===== src/rtl/rtcfe_pkg.sv =====
package rtcfe_pkg;
  localparam logic [15:0] ADR_PWR  = 16'h0000;
  localparam logic [15:0] ADR_IRQ  = 16'h0001;
  localparam logic [15:0] ADR_CTRL = 16'h0002;
  localparam logic [15:0] ADR_KEY1 = 16'h0003;
  localparam logic [15:0] ADR_KEY2 = 16'h0004;
  localparam logic [15:0] ADR_OSC  = 16'h0005;
  localparam logic [15:0] ADR_PROT = 16'h0006;
  localparam logic [15:0] ADR_TRIG = 16'h0007;

  localparam logic [7:0]  PWR_KEY  = 8'h43;
  localparam logic [15:0] PROT_W1  = 16'h586A;
  localparam logic [15:0] PROT_W2  = 16'h9136;
  localparam logic [15:0] OSC_W1   = 16'h1A57;
  localparam logic [15:0] OSC_W2   = 16'h2B68;
  localparam logic [15:0] VALID_K1 = 16'hA357;
  localparam logic [15:0] VALID_K2 = 16'h67D2;

  typedef enum logic [2:0] {LK_SHUT, LK_ARM1, LK_HALF, LK_ARM2, LK_OPEN} lockT;
  typedef enum logic [1:0] {OS_IDLE, OS_ONE, OS_TWO} oscT;

  // strobes from control to datapath
  typedef struct packed {
    logic wrPwr;
    logic wrCtrl;
    logic wrKey1;
    logic wrKey2;
    logic wrOsc;
    logic reload;
    logic commitDone;
    logic irqRd;
  } stbT;
endpackage


===== src/rtl/rtcfe_ctrl.sv =====
module rtcfe_ctrl
  import rtcfe_pkg::*;
#(
  parameter int BUSY_TICKS = 4
) (
  input  logic        clk,
  input  logic        rstN,
  input  logic        slowTick,
  input  logic        wrEn,
  input  logic        rdEn,
  input  logic [15:0] addr,
  input  logic [15:0] wrData,
  output stbT         stb,
  output logic        busy,
  output logic        lockOpen
);
  localparam int CW = $clog2(BUSY_TICKS + 1);

  logic [CW-1:0] cnt;
  lockT lockQ;
  oscT  oscQ;
  logic trigHit, doneNow, keyOk, protWr, oscWr;

  always_comb begin
    trigHit = wrEn && (addr == ADR_TRIG) && wrData[0];
    doneNow = busy && slowTick && (cnt == CW'(1));
    keyOk   = (wrData[15:8] == PWR_KEY);
    protWr  = wrEn && (addr == ADR_PROT);
    oscWr   = wrEn && (addr == ADR_OSC);
    stb.wrPwr      = wrEn && (addr == ADR_PWR) && keyOk && !wrData[5];
    stb.reload     = wrEn && (addr == ADR_PWR) && keyOk && wrData[5];
    stb.wrCtrl     = wrEn && (addr == ADR_CTRL) && (lockQ == LK_OPEN);
    stb.wrKey1     = wrEn && (addr == ADR_KEY1) && (lockQ == LK_OPEN);
    stb.wrKey2     = wrEn && (addr == ADR_KEY2) && (lockQ == LK_OPEN);
    stb.wrOsc      = oscWr && (oscQ == OS_TWO);
    stb.commitDone = doneNow;
    stb.irqRd      = rdEn && (addr == ADR_IRQ);
    lockOpen       = (lockQ == LK_OPEN);
  end

  // busy window counted in slow ticks
  always_ff @(posedge clk or negedge rstN) begin
    if (!rstN) begin
      busy <= 1'b0;
      cnt  <= '0;
    end else if (!busy && trigHit) begin
      busy <= 1'b1;
      cnt  <= CW'(BUSY_TICKS);
    end else if (busy && slowTick) begin
      cnt <= cnt - CW'(1);
      if (cnt == CW'(1)) busy <= 1'b0;
    end
  end

  // write-protection sequence, each word confirmed by a commit
  always_ff @(posedge clk or negedge rstN) begin
    if (!rstN) begin
      lockQ <= LK_SHUT;
    end else if (protWr) begin
      if (lockQ == LK_HALF && wrData == PROT_W2) lockQ <= LK_ARM2;
      else if (wrData == PROT_W1)                lockQ <= LK_ARM1;
      else                                       lockQ <= LK_SHUT;
    end else if (doneNow) begin
      if (lockQ == LK_ARM1)      lockQ <= LK_HALF;
      else if (lockQ == LK_ARM2) lockQ <= LK_OPEN;
    end
  end

  // oscillator unlock sequence
  always_ff @(posedge clk or negedge rstN) begin
    if (!rstN) begin
      oscQ <= OS_IDLE;
    end else if (oscWr) begin
      unique case (oscQ)
        OS_IDLE: oscQ <= (wrData == OSC_W1) ? OS_ONE : OS_IDLE;
        OS_ONE: begin
          if (wrData == OSC_W2)      oscQ <= OS_TWO;
          else if (wrData == OSC_W1) oscQ <= OS_ONE;
          else                       oscQ <= OS_IDLE;
        end
        default: oscQ <= OS_IDLE;
      endcase
    end
  end

  assert_busy_from_trigger_R3: assert property (@(posedge clk) disable iff (!rstN)
    $rose(busy) |-> $past(trigHit));

  assert_retrigger_ignored_R4: assert property (@(posedge clk) disable iff (!rstN)
    (busy && trigHit && !slowTick) |=> (busy && cnt == $past(cnt)));

  assert_open_needs_commit_R1: assert property (@(posedge clk) disable iff (!rstN)
    $rose(lockOpen) |-> $past(doneNow));

  assert_bad_word_locks_R2: assert property (@(posedge clk) disable iff (!rstN)
    (protWr && wrData != PROT_W1 && wrData != PROT_W2) |=> !lockOpen);
endmodule


===== src/rtl/rtcfe_dpath.sv =====
module rtcfe_dpath
  import rtcfe_pkg::*;
(
  input  logic        clk,
  input  logic        rstN,
  input  stbT         stb,
  input  logic        busy,
  input  logic        lockOpen,
  input  logic        rdEn,
  input  logic [15:0] addr,
  input  logic [15:0] wrData,
  input  logic [3:0]  irqEvent,
  input  logic        supplyLost,
  output logic [15:0] rdData,
  output logic        pwrEnable,
  output logic        pwrOnOut,
  output logic        autoPower,
  output logic        cfgValid,
  output logic [15:0] oscSetting,
  output logic [14:0] ctrlSetting
);
  logic [4:0]  shPwr, comPwr;
  logic [14:0] shCtrl, comCtrl;
  logic [15:0] shKey1, shKey2, comKey1, comKey2, shOsc, comOsc;
  logic [3:0]  irqQ;
  logic [15:0] rdMux;

  always_ff @(posedge clk or negedge rstN) begin
    if (!rstN) begin
      shPwr  <= '0;
      shCtrl <= '0;
      shKey1 <= '0;
      shKey2 <= '0;
      shOsc  <= '0;
    end else if (stb.reload) begin
      shPwr  <= comPwr;
      shCtrl <= comCtrl;
      shKey1 <= comKey1;
      shKey2 <= comKey2;
      shOsc  <= comOsc;
    end else begin
      if (stb.wrPwr)  shPwr  <= wrData[4:0];
      if (stb.wrCtrl) shCtrl <= wrData[14:0];
      if (stb.wrKey1) shKey1 <= wrData;
      if (stb.wrKey2) shKey2 <= wrData;
      if (stb.wrOsc)  shOsc  <= wrData;
    end
  end

  always_ff @(posedge clk or negedge rstN) begin
    if (!rstN) begin
      comPwr  <= '0;
      comCtrl <= '0;
      comKey1 <= '0;
      comKey2 <= '0;
      comOsc  <= '0;
    end else if (stb.commitDone) begin
      comPwr  <= shPwr;
      comCtrl <= shCtrl;
      comOsc  <= shOsc;
      comKey1 <= shPwr[4] ? 16'h0000 : shKey1;
      comKey2 <= shPwr[4] ? 16'h0000 : shKey2;
    end
  end

  always_ff @(posedge clk or negedge rstN) begin
    if (!rstN) irqQ <= '0;
    else       irqQ <= (stb.irqRd ? 4'h0 : irqQ) | irqEvent;
  end

  always_comb begin
    unique case (addr)
      ADR_PWR:  rdMux = {9'b0, busy, 1'b0, shPwr};
      ADR_IRQ:  rdMux = {12'b0, irqQ};
      ADR_CTRL: rdMux = {supplyLost, shCtrl};
      ADR_KEY1: rdMux = shKey1;
      ADR_KEY2: rdMux = shKey2;
      ADR_OSC:  rdMux = shOsc;
      ADR_PROT: rdMux = {15'b0, lockOpen};
      default:  rdMux = 16'h0000;
    endcase
  end

  always_ff @(posedge clk or negedge rstN) begin
    if (!rstN)     rdData <= '0;
    else if (rdEn) rdData <= rdMux;
  end

  always_comb begin
    pwrEnable   = comPwr[0];
    pwrOnOut    = comPwr[2];
    autoPower   = comPwr[3];
    oscSetting  = comOsc;
    ctrlSetting = comCtrl;
    cfgValid    = (comKey1 == VALID_K1) && (comKey2 == VALID_K2) && !supplyLost;
  end

  assert_irq_read_clears_R9: assert property (@(posedge clk) disable iff (!rstN)
    (stb.irqRd && irqEvent == 4'h0) |=> (irqQ == 4'h0));

  assert_osc_only_unlocked_R8: assert property (@(posedge clk) disable iff (!rstN)
    !$stable(shOsc) |-> $past(stb.wrOsc || stb.reload));

  assert_keys_move_on_commit_R3: assert property (@(posedge clk) disable iff (!rstN)
    !$stable(comKey1) |-> $past(stb.commitDone));
endmodule


===== src/rtl/rtc_commit_front.sv =====
module rtc_commit_front
  import rtcfe_pkg::*;
#(
  parameter int BUSY_TICKS = 4
) (
  input  logic        clk,
  input  logic        rstN,
  input  logic        slowTick,
  input  logic        wrEn,
  input  logic        rdEn,
  input  logic [15:0] addr,
  input  logic [15:0] wrData,
  output logic [15:0] rdData,
  input  logic [3:0]  irqEvent,
  input  logic        supplyLost,
  output logic        busy,
  output logic        pwrEnable,
  output logic        pwrOnOut,
  output logic        autoPower,
  output logic        cfgValid,
  output logic [15:0] oscSetting,
  output logic [14:0] ctrlSetting
);
  stbT  stb;
  logic lockOpen;

  rtcfe_ctrl #(.BUSY_TICKS(BUSY_TICKS)) uCtrl (
    .clk(clk), .rstN(rstN), .slowTick(slowTick), .wrEn(wrEn), .rdEn(rdEn),
    .addr(addr), .wrData(wrData), .stb(stb), .busy(busy), .lockOpen(lockOpen)
  );

  rtcfe_dpath uDpath (
    .clk(clk), .rstN(rstN), .stb(stb), .busy(busy), .lockOpen(lockOpen),
    .rdEn(rdEn), .addr(addr), .wrData(wrData), .irqEvent(irqEvent),
    .supplyLost(supplyLost), .rdData(rdData), .pwrEnable(pwrEnable),
    .pwrOnOut(pwrOnOut), .autoPower(autoPower), .cfgValid(cfgValid),
    .oscSetting(oscSetting), .ctrlSetting(ctrlSetting)
  );
endmodule


===== config.mk =====
export PLATFORM = sky130hd
export DESIGN_NAME = rtc_commit_front
export DESIGN_NICKNAME = d
export VERILOG_FILES = /design/src/rtl/rtcfe_pkg.sv /design/src/rtl/rtcfe_ctrl.sv /design/src/rtl/rtcfe_dpath.sv /design/src/rtl/rtc_commit_front.sv
export SDC_FILE = /design/constraint.sdc
export NUM_CORES = 1
export LEC_CHECK = 0
export ABC_AREA = 1
export BUFFER_PORTS_ARGS = -buffer_cell sky130_fd_sc_hd__buf_2
export CORE_UTILIZATION = 50
export DETAILED_ROUTE_END_ITERATION = 12
export GPL_TIMING_DRIVEN = 0
export HOLD_SLACK_MARGIN = 0.05
export PLACE_DENSITY = 0.81
export SKIP_CTS_REPAIR_TIMING = 1
export SYNTH_ARGS = -nofsm -noshare
export SYNTH_HDL_FRONTEND = slang
export SYNTH_SLANG_ARGS = --single-unit

===== constraint.sdc =====
create_clock -name clk -period 2.42 [get_ports clk]
set_clock_uncertainty 0.2 [all_clocks]
set_input_delay 0.484 -clock clk [delete_from_list [all_inputs] [get_ports clk]]
set_output_delay 0.484 -clock clk [all_outputs]
set_load 0.02 [all_outputs]

=== Word-level counts from Yosys, hierarchy flattened ===
Index checks and enable logic that the tools add are counted.

* Register bits: 165
* Input port bits: 42
* Output and inout bits: 52
* Word-level logic and storage cells: 105

* $add $sub $neg: 1
* Equal/unequal tests: 21
* Multiplexer cells: 28
* Bitwise gates (word level): 1
* Reductions and logical operators: 38

{| class="wikitable"
|+ Operator list
! kind !! number
|-
| two-way mux 16 bit || 8
|-
| one-hot mux 16 bit (7 select lines) || 1
|-
| == test 16 x 3 -> 1 bit (second input constant) || 4
|-
| == test 16 x 15 -> 1 bit (second input constant) || 2
|-
| == test 16 bit (second input constant) || 2
|-
| == test 16 x 2 -> 1 bit (second input constant) || 2
|-
| two-way mux 15 bit || 2
|-
| logical AND 1 bit || 22
|-
| two-way mux 3 bit || 7
|-
| == test 16 x 1 -> 1 bit (second input constant) || 1
|-
| == test 16 x 13 -> 1 bit (second input constant) || 1
|-
| == test 16 x 14 -> 1 bit (second input constant) || 1
|-
| zero test 16 bit || 1
|-
| nonzero test 2 bit || 8
|-
| two-way mux 5 bit || 2
|-
| == test 8 x 7 -> 1 bit (second input constant) || 1
|-
| == test 3 x 1 -> 1 bit (second input constant) || 2
|-
| == test 3 x 2 -> 1 bit (second input constant) || 2
|-
| two-way mux 1 bit || 5
|-
| two-way mux 4 bit || 1
|-
| OR 4 bit || 1
|-
| one-hot mux 2 bit (2 select lines) || 1
|-
| AND reduction 2 bit || 2
|-
| == test 3 bit (second input constant) || 1
|-
| other kinds (7) || 9
|}

=== Logic depth before layout (Yosys ltp) ===
* Depth in word-level cells: 6
* Depth in mapped cells: 11

=== By module ===
A second synthesis with hierarchy kept.

* Cell total of the unflattened synthesis: 992
* Area, all modules: 7956.4 um^2

{| class="wikitable"
|+ By module, submodules not included
! module !! instances !! cells an instance !! area each (um^2) !! sequential area each (um^2)
|-
| rtcfe_dpath || 1 || 837 || 6994.2 || 3903.7
|-
| rtcfe_ctrl || 1 || 155 || 962.2 || 225.2
|}

=== Worst setup path after synthesis ===
No wires, ideal clock.

* Kind: input to register
* Start point: in addr[15]
* End point: reg uDpath.shOsc[4]
* Arrival time: 1.546 ns
* Data required time: 2.095 ns
* Slack: 0.549 ns
* Stages on the path: 10
* Cells stage by stage: nor2_1 nand2_1 nor2_4 nand2_4 nor2_2 nand2_2 buf_6 buf_6 nand3_1 nand3_1

* Cells in the longest elaborated chain, start to end: 5
* Elaborated cells between the ends (all ways): 9
* Those cells by class: eq/ne (1); mux (1); reduce/logical (7)

{| class="wikitable"
|+ RTL lines
! what !! RTL line !! RTL
|-
| from (decl) || rtc_commit_front.sv:11 || <nowiki>input logic [15:0] addr,</nowiki>
|-
| zero test 16 bit || rtcfe_ctrl.sv:31 || <nowiki>stb.reload = wrEn && (addr == ADR_PWR) && keyOk && wrData[5];</nowiki>
|-
| logical AND 1 bit (3 in a row) || rtcfe_ctrl.sv:31 ||
|-
| two-way mux 16 bit or nonzero test 2 bit (tied branches) || - ||
|-
| to (signal assigned) || rtcfe_dpath.sv:40 || <nowiki>shOsc <= comOsc;</nowiki>
|-
| to (signal assigned) || rtcfe_dpath.sv:46 || <nowiki>if (stb.wrOsc) shOsc <= wrData;</nowiki>
|-
| to (decl) || rtcfe_dpath.sv:24 || <nowiki>logic [15:0] shKey1, shKey2, comKey1, comKey2, shOsc, comOsc;</nowiki>
|}

Parallel ways exist; a longest one is shown, timed or not.
A chain may end at the register's enable or synchronous reset.

=== Worst setup path after layout ===
* Start point: reg uDpath.comKey2[3]
* End point: out cfgValid

* Cells in the longest elaborated chain, start to end: 3

{| class="wikitable"
|+ RTL lines
! what !! RTL line !! RTL
|-
| from (decl) || rtcfe_dpath.sv:24 ||
|-
| from (signal assigned) || rtcfe_dpath.sv:62 || <nowiki>comKey2 <= shPwr[4] ? 16'h0000 : shKey2;</nowiki>
|-
| == test 16 x 15 -> 1 bit || rtcfe_dpath.sv:95 || <nowiki>cfgValid = (comKey1 == VALID_K1) && (comKey2 == VALID_K2) && !supplyLost;</nowiki>
|-
| logical AND 1 bit (2 in a row) || rtcfe_dpath.sv:95 ||
|-
| to (decl) || rtc_commit_front.sv:20 || <nowiki>output logic cfgValid,</nowiki>
|}

No other way between the ends.

==> run metrics <==
status=finished clean; Ys Warns=0; final worst path period share=96.4%; vias=7845; Iter 0 DRT Violations=1164; routed length per instance=20.2 µm; fin crit period=2.33 ns; PD cells=682 mW/mm²; largest net degree at the start of global routing=96; Worst-Margin Slew=0.848 ns; commonest non-fill, non-tap cell in the layout=nand2_1; Leakage=4.89 nW; area grow syn2layout=17.1%; share of cells above drive strength 1=17.4%; Main synth FF type=dfrtp_1; GRT Residual Overflow=0; Routed WL=26900 µm; DRC viols=0; Top Family by Delay on Critical Path=simple AND/OR/NAND/NOR gates; largest area contributor in the netlist=dfrtp_1; CTS Sinks=165; Netlist Area Pre-Place=0.00806 mm²; clk_lat worst skew=0.45 ns; hpwl dp=19000 µm; Worst setup EP type=primary output; maximum vdd ir drop=0.546 mV; met3 routed WL=3280 µm; Crit-path slowest cell=dfrtp_1; gr usage total=34.0%; area of the multi-input gates=0.00335 mm²; cell count of the worst hold path=2; worst-path maximum fanout=3; antenna cells=0; FILL cells=1408; worst path cell trace=nor4_4, nand3_1, nor2_1, buf_2; post-synthesis cell type count=31; WP depth=4; CTS tree=yes; Pins Over Slew Limit=0; Critical Path Source Type=register; Starting Density=50.9%; Worst Path Required=1.74 ns; vias per cell=5.89; M1 WL=10700 µm; Hold WS=0.0353 ns; Synth async-reset ratio=100%; IO buf count=90; commonest non-fill, non-tap cells in the layout=275 x nand2_1, 233 x nand3_1, 165 x dfrtp_1; vias in the first global route=7165; register clock-pin slew on the reported worst setup and hold paths=0.06 ns; core area=0.0158 mm²; die footprint=0.0166 mm²; crit path DAT=1.65 ns; synth top area cells=dfrtp_1 51%, nand3_1 14%, nand2_1 13%; register area share after synthesis=51.2%; initial antenna violation count=0; top cell type's share of synthesized area=51.2%; syn_nets=1034; die height=129 µm; CTS Buffer Depth=2; FP Rows=46; CTS HTree Levels=4; critical path class=reg -> out; CTS Buf Count=17; WL met2=11600 µm; Seq. cell area=0.00413 mm²; flops & latches, synth=165; final hold vios=0; DR pass1 iterations=7; top sig layer=met4; final setup fails=0; FF-to-FF path depth=7; Die Wd=129 µm; max cap viols=0; slew margin rel.=43.5%; layout net count=1147; Antenna Violating Nets Remaining=0; Post-synth EDFFs=0; critical path buffer and inverter count=1; fmax=0.429 GHz; fin util=59.6%; Ports=94; Clock Tree Root=clkbuf_16; first-pass GRT wire length=40800 µm; Post-Syn Instances=990; Critical Path Max Stage Delay=0.44 ns; GP Congestion=1.04; syn avg cell area=8.14 µm²; worst hold-check path type=in -> reg
[area by class of cell]
cell class	instances	share of cell area (%)
sequential	165	43.7
multi-input combinational	698	35.5
timing repair buffer	94	5.49
clock buffer	18	4.55
buffer	52	3.51
inverter	75	2.98
tap	216	2.86
clock inverter	14	1.38
[Yosys cell counts, drive strengths merged (2+ instances only)]
master  count
nand2     280
nand3     233
dfrtp     165
inv        74
o21ai      68
nor2       60
buf        39
a22o       14
clkbuf     13
nor3       10
nand4       8
nor4        7
o211ai      5
o21bai      4
o22ai       3
ha          2
mux2i       2
[cell families after synthesis]
family	synth area share [%]
compound gates	6.81
simple gates	33.8
fa+ha+maj	0.310
flops	51.2
buf+inv	7.57
mux	0.248
[flip-flops by register name (all words and copies together), names as in the netlist, 15 cells and up]
register / flops
uDpath.shOsc: 16
uDpath.comKey2: 16
uDpath.shKey2: 16
uDpath.rdData: 16
uDpath.comKey1: 16
uDpath.oscSetting: 16
uDpath.ctrlSetting: 15
uDpath.shCtrl: 15
uDpath.shKey1: 16
[worst register-to-register path, stage by stage (launching register included)]
cell and delay (ns):
dfrtp_1 0.46, nand2_1 0.16, nor2_1 0.38, inv_1 0.17, clkbuf_1 0.31, buf_2 0.33, nand2_1 0.09, o21ai_0 0.09
[where the power goes]
part	internal, mW	leakage [nW]	total, mW	switching (mW)
clock network	1.42	0.259	2.63	1.21
registers	2.97	2.20	3.11	0.142
logic	0.207	2.44	0.698	0.491
[final timing paths]
kind	slack, ns	end	startpoint
hold reg to reg	0.27	uDpath.rdData[3]	uDpath.rdData[3]
setup reg to reg	0.09	uDpath.oscSetting[14]	uCtrl.busy
setup / recovery	0.09	cfgValid	uDpath.comKey2[3]
hold / removal	0.04	uDpath.irqQ[2]	irqEvent[2]
min in group asynchronous	0.37	uDpath.shKey1[4]	rstN
max in group asynchronous	0.81	uDpath.oscSetting[1]	rstN
[stage by stage]
stage	setup TNS [ns]	total power [mW]	std cells	setup slack, ns	instance area, µm²
2_1_floorplan	0	3.49	990	0.549	8060
4_1_cts	-0.0137	6.40	1329	-0.0137	9380
6_report	0	6.44	1332	0.0879	9440
3_5_place_dp	-0.112	3.82	1297	-0.0204	8820
3_3_place_gp	-306.33	3.79	1296	-1.87	8780
5_1_grt	-0.00622	6.65	1332	-0.00622	9440
[per-layer routing]
layer / GRT usage (%) / up-vias
met3: 10.4 / 107
met2: 49.2 / 505
met1: 45.7 / 3717
li1: - / 3516
met5: 0 / -
met4: 18.9 / 0
Power figures use the tool's default switching activity.
